==> config.mk <==
export PLATFORM = sky130hd
export DESIGN_NAME = ptp_time_counter
export DESIGN_NICKNAME = d
export VERILOG_FILES = /design/src/rtl/ptp_time_counter.sv
export SDC_FILE = /design/constraint.sdc
export NUM_CORES = 1
export LEC_CHECK = 0
export ABC_AREA = 1
export BUFFER_PORTS_ARGS = -buffer_cell sky130_fd_sc_hd__buf_2
export CAP_MARGIN = 25
export CORE_ASPECT_RATIO = 1.1
export CORE_MARGIN = 2
export CORE_UTILIZATION = 35
export DETAILED_ROUTE_END_ITERATION = 8
export HOLD_SLACK_MARGIN = 0.08
export PLACE_DENSITY = 0.54
export REMOVE_ABC_BUFFERS = 1
export SLEW_MARGIN = 20
export SYNTH_ARGS = -nofsm -noshare
export SYNTH_HDL_FRONTEND = slang
export SYNTH_SLANG_ARGS = --single-unit
==> constraint.sdc <==
create_clock -name clk -period 6.9 [get_ports clk]
set_clock_uncertainty 0.2 [all_clocks]
set_input_delay 0.69 -clock clk [delete_from_list [all_inputs] [get_ports clk]]
set_output_delay 0.69 -clock clk [all_outputs]
set_load 0.02 [all_outputs]
==> src/rtl/ptp_time_counter.sv <==
`timescale 1ns/100ps
module ptp_time_counter #(
  parameter int NS_PER_SEC = 1000000000,
  parameter int INC_NS     = 8,
  parameter int FRAC_W     = 32,
  parameter int STEP_SEC_W = 4
) (
  input  logic        clk,
  input  logic        rst_n,
  input  logic        wr_en,
  input  logic [3:0]  wr_addr,
  input  logic [15:0] wr_data,
  input  logic [3:0]  rd_addr,
  output logic [15:0] rd_data,
  output logic [47:0] tod_sec,
  output logic [29:0] tod_ns
);
  localparam int SEC_W  = 48;
  localparam int NS_W   = 30;
  localparam int RATE_W = 30;

  localparam logic [3:0] A_CMD = 4'd0, A_SSH = 4'd1, A_SSM = 4'd2, A_SSL = 4'd3,
                         A_SNH = 4'd4, A_SNL = 4'd5, A_STL = 4'd6, A_STH = 4'd7,
                         A_RTH = 4'd8, A_RTL = 4'd9, A_QSH = 4'd10, A_QSM = 4'd11,
                         A_QSL = 4'd12, A_QNH = 4'd13, A_QNL = 4'd14;

  logic [SEC_W-1:0]  sec_q, set_sec, snap_sec;
  logic [NS_W-1:0]   ns_q, set_ns, snap_ns;
  logic [15:0]       step_lo, step_hi;
  logic [RATE_W-1:0] rate_mag;
  logic              rate_fast, run_q;
  logic [FRAC_W-1:0] frac_q;

  wire cmd_hit = wr_en && (wr_addr == A_CMD);
  wire c_clr   = cmd_hit && wr_data[0];
  wire c_stop  = cmd_hit && wr_data[1];
  wire c_go    = cmd_hit && wr_data[2];
  wire c_snap  = cmd_hit && wr_data[3];
  wire c_load  = cmd_hit && wr_data[4];
  wire c_stps  = cmd_hit && wr_data[5];
  wire c_stpn  = cmd_hit && wr_data[6];

  wire [FRAC_W:0] frac_sum = {1'b0, frac_q} + (FRAC_W+1)'(rate_mag);
  wire            trim_c   = run_q && frac_sum[FRAC_W];

  logic [NS_W:0] inc_val;
  always_comb begin
    if (!run_q)      inc_val = '0;
    else if (!trim_c) inc_val = (NS_W+1)'(INC_NS);
    else if (rate_fast) inc_val = (NS_W+1)'(INC_NS + 1);
    else             inc_val = (NS_W+1)'(INC_NS - 1);
  end

  wire [NS_W-1:0] ns_add  = c_stpn ? {step_hi[13:0], step_lo} : '0;
  wire [NS_W:0]   ns_sum  = {1'b0, ns_q} + inc_val + {1'b0, ns_add};
  wire            ns_wrap = ns_sum >= (NS_W+1)'(NS_PER_SEC);
  wire [NS_W:0]   ns_red  = ns_wrap ? ns_sum - (NS_W+1)'(NS_PER_SEC) : ns_sum;

  wire [SEC_W-1:0] step_mag = SEC_W'(step_lo[STEP_SEC_W-1:0]);
  wire [SEC_W-1:0] sec_dlt  = !c_stps ? '0 : (step_hi[15] ? step_mag : (~step_mag + 1'b1));
  wire [SEC_W-1:0] sec_nxt  = sec_q + sec_dlt + SEC_W'(ns_wrap);

  always_ff @(posedge clk or negedge rst_n) begin
    if (!rst_n) begin
      sec_q <= '0; ns_q <= '0; frac_q <= '0; run_q <= 1'b0;
      set_sec <= '0; set_ns <= '0; step_lo <= '0; step_hi <= '0;
      rate_mag <= '0; rate_fast <= 1'b0; snap_sec <= '0; snap_ns <= '0;
    end else begin
      if (wr_en) begin
        case (wr_addr)
          A_SSH: set_sec[47:32] <= wr_data;
          A_SSM: set_sec[31:16] <= wr_data;
          A_SSL: set_sec[15:0]  <= wr_data;
          A_SNH: set_ns[29:16]  <= wr_data[13:0];
          A_SNL: set_ns[15:0]   <= wr_data;
          A_STL: step_lo        <= wr_data;
          A_STH: step_hi        <= wr_data;
          A_RTH: begin rate_fast <= wr_data[15]; rate_mag[29:16] <= wr_data[13:0]; end
          A_RTL: rate_mag[15:0] <= wr_data;
          default: ;
        endcase
      end
      if (c_snap) begin
        snap_sec <= sec_q;
        snap_ns  <= ns_q;
      end
      if (c_clr) begin
        sec_q <= '0; ns_q <= '0; frac_q <= '0; run_q <= 1'b0;
        rate_mag <= '0; rate_fast <= 1'b0;
      end else begin
        if (c_stop)    run_q <= 1'b0;
        else if (c_go) run_q <= 1'b1;
        if (c_load) begin
          sec_q <= set_sec; ns_q <= set_ns; frac_q <= '0;
        end else begin
          sec_q <= sec_nxt;
          ns_q  <= ns_red[NS_W-1:0];
          if (run_q) frac_q <= frac_sum[FRAC_W-1:0];
        end
      end
    end
  end

  always_comb begin
    case (rd_addr)
      A_QSH:   rd_data = snap_sec[47:32];
      A_QSM:   rd_data = snap_sec[31:16];
      A_QSL:   rd_data = snap_sec[15:0];
      A_QNH:   rd_data = {2'b00, snap_ns[29:16]};
      A_QNL:   rd_data = snap_ns[15:0];
      default: rd_data = '0;
    endcase
  end

  assign tod_sec = sec_q;
  assign tod_ns  = ns_q;

  assert_ns_range_R4: assert property (@(posedge clk) disable iff (!rst_n)
    ns_q < NS_W'(NS_PER_SEC));

  assert_hold_stopped_R6: assert property (@(posedge clk) disable iff (!rst_n)
    (!run_q && !cmd_hit) |=> ($stable(ns_q) && $stable(sec_q)));

  assert_load_R2: assert property (@(posedge clk) disable iff (!rst_n)
    (c_load && !c_clr) |=> (sec_q == $past(set_sec) && ns_q == $past(set_ns)));

  assert_snap_R9: assert property (@(posedge clk) disable iff (!rst_n)
    c_snap |=> (snap_sec == $past(sec_q) && snap_ns == $past(ns_q)));

  assert_count_R3: assert property (@(posedge clk) disable iff (!rst_n)
    (run_q && !cmd_hit && rate_mag == '0 && ns_q < NS_W'(NS_PER_SEC - INC_NS))
      |=> ns_q == $past(ns_q) + NS_W'(INC_NS));

  assert_clear_R10: assert property (@(posedge clk) disable iff (!rst_n)
    c_clr |=> (sec_q == '0 && ns_q == '0 && rate_mag == '0 && !run_q));
endmodule

==> results of run 1 <==
per-stage QoR:
stage | util, % | std cells | hold WS [ps] | setup WS, ps
floorplan | - | 2887 | 194 | -699
global placement | 40.9 | 4120 | 262 | -630
detailed placement | 41.0 | 4122 | 272 | -725
CTS | 43.9 | 4217 | 200 | -4.81
global route | 44.8 | 4235 | 239 | -217
finish | 44.8 | 4235 | 218 | 172
logic make-up after synthesis:
group | count (synthesis) | share of synthesized area [%]
XOR/XNOR | 44 | 1.76
AND/OR/NAND/NOR | 1299 | 25.0
multiplexers | 60 | 3.09
adder cells (fa/ha/maj) | 142 | 8.32
flip-flops | 329 | 37.6
AO/OA/AOI/OAI | 611 | 15.8
buffers and inverters | 483 | 8.47
state kept, by name (all words and copies together), names as in the netlist:
signal	cells
frac_q	32
rate_fast	1
rate_mag	30
run_q	1
set_ns	30
set_sec	48
snap_ns	30
snap_sec	48
step_hi	15
step_lo	16
tod_ns	30
tod_sec	48
cells in the mapped netlist, types with 3 or more instances:
| cell type | number |
|---|---|
| ha_1 | 136 |
| a221oi_1 | 17 |
| a21oi_2 | 12 |
| nand2_1 | 732 |
| nor2_4 | 3 |
| clkbuf_1 | 64 |
| and2_1 | 4 |
| nand2_2 | 25 |
| nor2_1 | 319 |
| a21o_1 | 6 |
| a32o_1 | 3 |
| a21boi_0 | 7 |
| o21a_1 | 13 |
| o21ai_0 | 272 |
| nand3_1 | 115 |
| o211ai_1 | 19 |
| or2_2 | 6 |
| xor2_1 | 25 |
| nor2_2 | 12 |
| o221ai_1 | 5 |
| nand3b_1 | 4 |
| o21bai_1 | 8 |
| inv_2 | 11 |
| o21ai_1 | 9 |
| nand4_1 | 34 |
| nor3_1 | 17 |
| mux2_2 | 60 |
| xnor2_1 | 19 |
| o21ai_2 | 9 |
| a31oi_1 | 23 |
| a211oi_1 | 3 |
| inv_1 | 391 |
| a21oi_1 | 192 |
| buf_1 | 11 |
| nand3_2 | 10 |
| fa_1 | 6 |
| and3_1 | 4 |
| dfrtp_1 | 329 |
| nand2_4 | 6 |
worst paths after layout:
check / startpoint / endpoint / slack (ps) / cells after the start
max: frac_q[0] / tod_sec[18] / 170 / 49
min: wr_data[14] / step_lo[14] / 220 / 3
max reg2reg: frac_q[0] / tod_sec[18] / 170 / 49
min reg2reg: frac_q[27] / frac_q[27] / 280 / 2
max in group asynchronous: rst_n / rate_mag[26] / 4570 / 3
min in group asynchronous: rst_n / snap_sec[22] / 530 / 2
worst max-delay path, delay by kind of cell (launching register included):
kind	cells	cell delay [ps]
xor gates and xnor gates	1	170
AOI/OAI and AO/OA	8	1080
adders and majority gates	8	2220
buffers and inverters	9	620
DFF	1	360
and+or+nand+nor	23	1960
power by group through the flow:
stage	Clock [mW]	Combinational, mW	Sequential (mW)
floorplan	0	2.71	3.21
global route	2.51	5.86	3.34
CTS	2.43	5.09	3.29
finish	2.39	5.30	3.29
detailed placement	0	4.93	3.32
global placement	0	4.90	3.32
metal layers:
metal,vias up,track usage [%],part of all wire [%]
met3,139,2.74,4.3
met1,10084,33.5,45
met4,0,8.99,3.9
met2,509,42.0,47
met5,-,0,0
li1,10513,-,-
what timing repair did:
| item | 4_1_cts | 5_1_grt |
|---|---|---|
| hold endpoints to repair | 94 | 0 |
| endpoints found under the setup margin | 34 | 39 |
| gates resized for setup | 52 | 103 |
| hold buffers | 1 | 0 |
| setup buffers | 23 | 19 |
| pin swaps | 24 | 63 |
| gates cloned | 0 | 0 |
layout make-up:
type                            instances  area, sq um  share of cell area [%]
Multi-Input combinational cell       2156        12400                    44.6
Sequential cell                       329         8230                    29.6
Timing Repair Buffer                  444         3150                    11.3
Inverter                              402         1510                    5.44
Clock buffer                           52         1130                    4.05
Tap cell                              833         1040                    3.75
Clock inverter                         19          360                    1.30
==> impl_metrics.tcl, run 1 <==
set metrics [dict create \
    synth_cell_type_count 58 \
    fillers 6467 \
    drt-vias-per-instance 5.02 \
    synth-seq-cells 329 \
    final_design_area_no_fill_sq_mm 0.0278 \
    power.density_mw_per_mm2 394 \
    avgSynthCellArea_sq_um 7.38 \
    async_flop_share_pct 100 \
    grt_overflow_total 0 \
    drc_errors 0 \
    p_sw_share_pct 42.5 \
    p_sw_mw 4.67 \
    fin_crit_ps 6730 \
    drive_above_1_share_pct 23.4 \
    antenna_found_initial 1 \
    cts_sinks 329 \
    synth_warnings 0 \
    pin_count 121 \
    grt_max_degree 165 \
    synth.largest_area_cell "dfrtp_1" \
    worstMarginPinSlew_ps 967 \
    hold_viol 0 \
    drv_slew 0 \
    wire_per_inst_microns 19.3 \
    cts_root_buf "clkbuf_16" \
    internal_power_mw 6.31 \
    clk_pin_slew_worst_paths_ps 60 \
    synth_top_area_share_pct 37.6 \
    start_kind "flop" \
    die-area_sq_mm 0.0646 \
    crit_top_cell "nand2_2" \
    drv_cap 0 \
    ant_nets 0 \
    die_h_microns 266 \
    syn_area_sq_mm 0.0219 \
    globalRouteTotalUtil_pct 25.1 \
    die_x_microns 242 \
    clk_path_buf_depth 3 \
    synth_edf_count 0 \
    setup_tns_ps 0 \
    place_hpwl_microns 63400 \
    core_region_area_sq_mm 0.0621 \
    clkLatencyLatePin_ps 570 \
    routed_wl_microns 81800 \
    grt_pass1_wl_microns 123000 \
    seq_power_share_pct 30.0 \
    peakVddDrop_v 0.000189 \
    final_cell_mix "nand2_1, inv_1, dfrtp_1" \
    outcome "finished, final reports clean" \
    setup_viol 0 \
    slew-limit-headroom_pct 35.5 \
    power.leakage_nw 14.6 \
    drt_first_pass_iters 5 \
    synth_seq_area_share_pct 37.6 \
    postSynthCellCount 2968 \
    critPathCaptureType "flop" \
    std_cell_rows 96 \
    cts_buffers 39 \
    final_common_cell "nand2_1" \
    htreeDepth 2 \
    pwr-share-clk_pct 21.8 \
    port_buffers 120 \
    cts_tree "done" \
    fmax_ghz 0.149 \
    cp.arrival_ps 6990 \
    power_frac_comb_pct 48.2 \
    syn_to_final_growth_pct 27.1 \
    gp_congestion 1.03 \
    rsz0062_at_grt "yes" \
    min_period_over_period_pct 97.5 \
    start_util_pct 35.3 \
    cp.required_ps 7160 \
    cp_max_fo 5 \
    min_path_type "in2reg" \
    total_power_mw 11.0 \
    grt_pass1_vias 20406 \
    path_class "reg2reg" \
    synth_ff_type "dfrtp_1" \
    vias 21245 \
    finalNetCount 3541 \
    num_antenna_cells 0 \
    cpMaxStageDelayCell "fa_2" \
    critPathMaxStageDelay_ps 380 \
    drt_iter0_markers 1364 \
    dpl_cell_area_sq_mm 0.0254 \
    synth_top_cells_by_area "dfrtp_1, nand2_1, ha_1" \
]
Power figures use the tool's default switching activity.
==> run 2: changes to the inputs <==
--- a/config.mk
+++ b/config.mk
@@ -5,7 +5,6 @@
 export SDC_FILE = /design/constraint.sdc
 export NUM_CORES = 1
 export LEC_CHECK = 0
-export ABC_AREA = 1
 export BUFFER_PORTS_ARGS = -buffer_cell sky130_fd_sc_hd__buf_2
 export CAP_MARGIN = 25
 export CORE_ASPECT_RATIO = 1.1
@@ -13,7 +12,7 @@
 export CORE_UTILIZATION = 35
 export DETAILED_ROUTE_END_ITERATION = 8
 export HOLD_SLACK_MARGIN = 0.08
-export PLACE_DENSITY = 0.54
+export PLACE_DENSITY = 0.55
 export REMOVE_ABC_BUFFERS = 1
 export SLEW_MARGIN = 20
 export SYNTH_ARGS = -nofsm -noshare
==> run 2 against run 1 <==
Net effect:
- the run now ends with negative setup slack left
- cell area down 6.3%
- global-route usage decreased by 1.4 points
- combinational power fell by 22%
- critical endpoint is now tod_sec[47]
- largest power group unchanged
==> impl_metrics.tcl, run 2 <==
set metrics [dict create \
    die-area_sq_mm 0.0589 \
    yosysMostFrequentCell "dfrtp_1" \
    start_util_pct 35.4 \
    holdWs_ps 36.0 \
    port_buffers 120 \
    grt_overflow_total 0 \
    synth_edf_count 0 \
    finalNetCount 2591 \
    clkLatencyLatePin_ps 560 \
    cts_tree "done" \
    power.density_mw_per_mm2 360 \
    seq_power_share_pct 33.4 \
    place_hpwl_microns 50100 \
    rsz0062_at_grt "yes" \
    fin_crit_ps 9330 \
    synth_cell_type_count 89 \
    pre_cts_ws_ps -3320 \
    async_flop_share_pct 100 \
    slew-limit-headroom_pct 35.9 \
    pwr-share-clk_pct 22.2 \
    gp_congestion 0.915 \
    peakVddDrop_v 0.000191 \
    power.leakage_nw 12.9 \
    syn_area_sq_mm 0.0199 \
    grt_use_met3_pct 3.70 \
    cp.arrival_ps 9540 \
    std_cell_rows 91 \
    grt_use_met2_pct 38.5 \
    crit_top_cell "o21ai_2" \
    drv_cap 0 \
    syn_to_final_growth_pct 30.8 \
    clk_pin_slew_worst_paths_ps 60 \
    setup_tns_ps -96600 \
    drv_slew 0 \
    synth-seq-cells 329 \
    grt_pass1_wl_microns 106000 \
    p_sw_mw 3.65 \
    globalRouteTotalUtil_pct 23.6 \
    violations "negative setup slack" \
    routed_wl_microns 70400 \
    synth_ff_type "dfrtp_1" \
    start_kind "flop" \
    worstMarginPinSlew_ps 962 \
    outcome "complete, but fails checks" \
    pin_count 121 \
    critPathMaxStageDelay_ps 410 \
    internal_power_mw 5.74 \
    postSynthCellCount 2002 \
    drc_errors 0 \
    die_x_microns 232 \
    grt_pass1_vias 17757 \
    synth_warnings 0 \
    grt_max_degree 142 \
    cpMaxStageDelayCell "fa_2" \
    ys_top_cells_by_count "dfrtp_1, nand2_1, mux2_2" \
    drt_iter0_markers 1419 \
    dp.cells 3065 \
    fin_cells 3189 \
    cts_sinks 329 \
    final_cell_mix "buf_4, dfrtp_1, nand2_1" \
    grt.met1_usage_pct 31.8 \
    power_frac_comb_pct 44.3 \
    cp_max_fo 4 \
    synth_top_area_share_pct 41.3 \
    ctsHoldBuffers 0 \
    htreeDepth 2 \
    ant_nets 0 \
    busiest_layer "met2" \
    path_class "reg2reg" \
    clk_path_buf_depth 3 \
    synth.largest_area_cell "dfrtp_1" \
    drt_first_pass_iters 8 \
    setup_viol 69 \
    vias 17518 \
    critPathCaptureType "flop" \
    min_path_type "in2async" \
    synth_top_cells_by_area "dfrtp_1, mux2_2, ha_1" \
    cp.required_ps 7110 \
    min_period_over_period_pct 135 \
    antenna_found_initial 4 \
    avgSynthCellArea_sq_um 9.96 \
    cts_root_buf "clkbuf_16" \
    final_common_cell "buf_4" \
    cts_buffers 38 \
    setup_ws_ps -2430 \
    p_sw_share_pct 38.8 \
    synth_seq_area_share_pct 41.3 \
    hold_viol 0 \
    die_h_microns 254 \
    drive_above_1_share_pct 37.0 \
    drt-vias-per-instance 5.49 \
    wire_per_inst_microns 22.1 \
    core_region_area_sq_mm 0.0562 \
    fmax_ghz 0.107 \
]
-- run 2: changes by cell type in the layout (fill, tap and decap cells not counted), sizes merged, moves of 21 or more --
cell | previous run | this run
nor2 | 335 | 100
xnor2 | 19 | 66
o21ai | 290 | 122
nand2 | 763 | 218
mux2 | 60 | 183
inv | 405 | 45
buf | 443 | 474
a211oi | 3 | 31
nand4 | 35 | 14
mux2i | 0 | 25
and3 | 4 | 45
a21oi | 205 | 161
nand3 | 127 | 38
a21o | 6 | 67
-- run 2: power groups by stage --
stage,logic [mW],clock network (mW),registers [mW]
floorplan,2.07,0,3.14
global placement,3.79,0,3.14
detailed placement,3.85,0,3.15
CTS,4.01,2.12,3.13
global route,4.55,2.20,3.19
finish,4.16,2.09,3.14
-- run 2: critical path, delay by kind of cell (launching register included) --
family                     cells  cell delay, ps
AOI/OAI and AO/OA             21            4140
xor gates and xnor gates       2             210
adders and majority gates      5            1700
buffers and inverters          4             440
DFF                            1             350
and+or+nand+nor               11            2120
-- run 2: layout make-up --
cell class | instances | area [sq um]
repair buffers | 474 | 3400
flip-flops and latches | 329 | 8230
diodes | 1 | 2.50
inverters | 42 | 158
multi-input cells | 1537 | 12100
well taps | 744 | 931
clock buffers | 48 | 1070
clock inverters | 14 | 184
fillers | 5391 | 30200
-- run 2: repair_timing --
item / 4_1_cts / 5_1_grt
endpoints found under the setup margin: 69 / 69
buffers inserted: 37 / 21
pin swaps: 93 / 100
gates resized for setup: 102 / 99
gates cloned: 0 / 0
-- run 2: per-stage QoR --
step / utilization [%] / instance area [sq um] / power, mW
after detailed placement: 41.6 / 23400 / 7.00
after floorplan: - / 19600 / 5.21
after global placement: 41.6 / 23400 / 6.93
final: 46.4 / 26100 / 9.39
after global routing: 46.4 / 26100 / 9.94
after CTS: 45.1 / 25400 / 9.26
-- run 2: cell families after synthesis --
group,count (synthesis),share of synthesized area (%)
xor+xnor,103,4.52
buf+inv,136,2.62
flops,329,41.3
fa+ha+maj,142,9.14
compound gates,532,17.4
simple gates,552,13.4
mux,208,11.6
-- run 2: path summary, 6_finish.rpt --
kind	start	to	slack (ps)	depth (start not counted)
min in group clk	set_sec[38]	tod_sec[38]	290	2
worst max register to register	rate_mag[0]	tod_sec[47]	-2430	43
worst min-delay path	rst_n	set_ns[25]	40	1
worst max-delay path	rate_mag[0]	tod_sec[47]	-2430	43
max in group asynchronous	rst_n	run_q	5070	2
worst min register to register	set_sec[38]	tod_sec[38]	290	2
-- run 2: routing by layer --
metal | wire length (microns) | vias to the layer above | part of all wire, %
li1 | - | 8112 | -
met1 | 31300 | 8784 | 44
met2 | 32500 | 493 | 46
met3 | 3790 | 127 | 5.4
met4 | 2830 | 2 | 4.0
met5 | 13 | - | 0.018
==> run 3: changes to the inputs <==
--- a/config.mk
+++ b/config.mk
@@ -14,6 +14,7 @@
 export HOLD_SLACK_MARGIN = 0.08
 export PLACE_DENSITY = 0.55
 export REMOVE_ABC_BUFFERS = 1
+export SETUP_SLACK_MARGIN = 0.3
 export SLEW_MARGIN = 20
 export SYNTH_ARGS = -nofsm -noshare
 export SYNTH_HDL_FRONTEND = slang
==> run 3 against run 2 <==
Net effect:
- power increased by 0.21%
- the run still ends with negative setup slack left
- combinational power about the same
- non-clock buffer count increased by 2
- maximum frequency increased by 0.31%
- highest routed layer unchanged
==> impl_metrics.tcl, run 3 (synthesis results as in run 2) <==
set metrics [dict create \
    grt_pass1_wl_microns 106000 \
    drive_above_1_share_pct 37.3 \
    std_cell_rows 91 \
    gp_congestion 0.915 \
    total_power_mw 9.41 \
    cp.depth 43 \
    power.leakage_nw 13.0 \
    outcome "complete, but fails checks" \
    wire_per_inst_microns 22.1 \
    fin_crit_ps 9300 \
    final_cell_mix "buf_4, dfrtp_1, nand2_1" \
    dpl_cell_area_sq_mm 0.0234 \
    drt_iter0_markers 1454 \
    finalNetCount 2593 \
    vias 17552 \
    drt_first_pass_iters 6 \
    grt_max_degree 142 \
    cts_root_buf "clkbuf_16" \
    setup_ws_ps -2400 \
    drv_slew 0 \
    drt-vias-per-instance 5.50 \
    pwr-share-clk_pct 22.2 \
    ant_nets 0 \
    final_design_area_no_fill_sq_mm 0.0262 \
    ctsHoldBuffers 0 \
    die_h_microns 254 \
    syn_to_final_growth_pct 31.4 \
    cts_buffers 38 \
    power_frac_comb_pct 44.5 \
    fillers 5372 \
    globalRouteTotalUtil_pct 23.6 \
    die-area_sq_mm 0.0589 \
    p_sw_share_pct 38.9 \
    internal_power_mw 5.75 \
    place_hpwl_microns 50100 \
    slew-limit-headroom_pct 36.0 \
    holdWs_ps 35.7 \
    fmax_ghz 0.108 \
    crit_family "compound AO/OA/AOI/OAI gates" \
    path_class "reg2reg" \
    start_kind "flop" \
    crit_top_cell "o21ai_2" \
    min_path_type "in2async" \
    min_period_over_period_pct 135 \
    die_x_microns 232 \
    seq_power_share_pct 33.4 \
    cts_sinks 329 \
    grt_pass1_vias 17765 \
    drv_cap 0 \
    cp.required_ps 7110 \
    start_util_pct 35.4 \
    violations "negative setup slack" \
    r2r_cells 43 \
    pin_count 121 \
    routed_wl_microns 70600 \
    clk_pin_slew_worst_paths_ps 60 \
    peakVddDrop_v 0.000193 \
    htreeDepth 2 \
    power.density_mw_per_mm2 359 \
    final_common_cell "buf_4" \
    cpMaxStageDelayCell "fa_2" \
    grt_overflow_total 0 \
    critPathCaptureType "flop" \
    cp_num_buf_inv 4 \
    clkLatencyLatePin_ps 550 \
    worstMarginPinSlew_ps 961 \
    port_buffers 120 \
    setup_viol 69 \
    cts_tree "done" \
    critPathMaxStageDelay_ps 410 \
    drc_errors 0 \
    hold_viol 0 \
    p_sw_mw 3.66 \
    antenna_found_initial 4 \
    clk_path_buf_depth 3 \
    cp.arrival_ps 9510 \
    cp_max_fo 4 \
    core_region_area_sq_mm 0.0562 \
    rsz0062_at_grt "yes" \
]
-- run 3: layout make-up --
type	instances	area [sq um]	share of cell area [%]
diodes	2	5.00	0.0191
clock buffers	48	1070	4.08
clock inverters	14	184	0.702
inverters	42	158	0.602
multi-input cells	1537	12200	46.5
flip-flops and latches	329	8230	31.4
well taps	744	931	3.55
repair buffers	476	3430	13.1
-- run 3: what timing repair did --
item / CTS / global route
cloned: 0 / 0
resized for setup: 102 / 116
pin swaps: 93 / 121
setup endpoints to repair: 69 / 69
buffers inserted: 37 / 21
-- run 3: worst paths after layout --
path                        startpoint     endpoint  slack, ps
min                              rst_n   set_ns[25]         40
min reg2reg                set_sec[38]  tod_sec[38]        290
max reg2reg                rate_mag[0]  tod_sec[47]      -2400
min in group clk           set_sec[38]  tod_sec[38]        290
max                        rate_mag[0]  tod_sec[47]      -2400
max in group asynchronous        rst_n        run_q       5060
-- run 3: power by group through the flow --
stage / registers (mW) / logic [mW] / clock network, mW
after floorplan: 3.14 / 2.07 / 0
after global placement: 3.14 / 3.79 / 0
after detailed placement: 3.15 / 3.85 / 0
after CTS: 3.13 / 4.01 / 2.12
after global routing: 3.19 / 4.57 / 2.20
final: 3.14 / 4.18 / 2.09
-- run 3: metal layers --
layer | vias up | track usage, % | share of wire (%)
met5 | - | 0 | 0.018
met4 | 2 | 8.77 | 4.0
met3 | 134 | 3.70 | 5.3
met2 | 486 | 38.5 | 46
met1 | 8794 | 31.8 | 44
li1 | 8136 | - | -
-- run 3: per-stage QoR --
stage / worst slack (ps) / std cells / setup TNS (ps) / util, %
after CTS: -2260 / 3164 / -89040 / 45.1
after global routing: -2760 / 3191 / -121340 / 46.6
after floorplan: -3000 / 1908 / -107590 / -
after global placement: -3190 / 3064 / -125390 / 41.6
final: -2400 / 3192 / -96190 / 46.6
after detailed placement: -3320 / 3065 / -134250 / 41.6
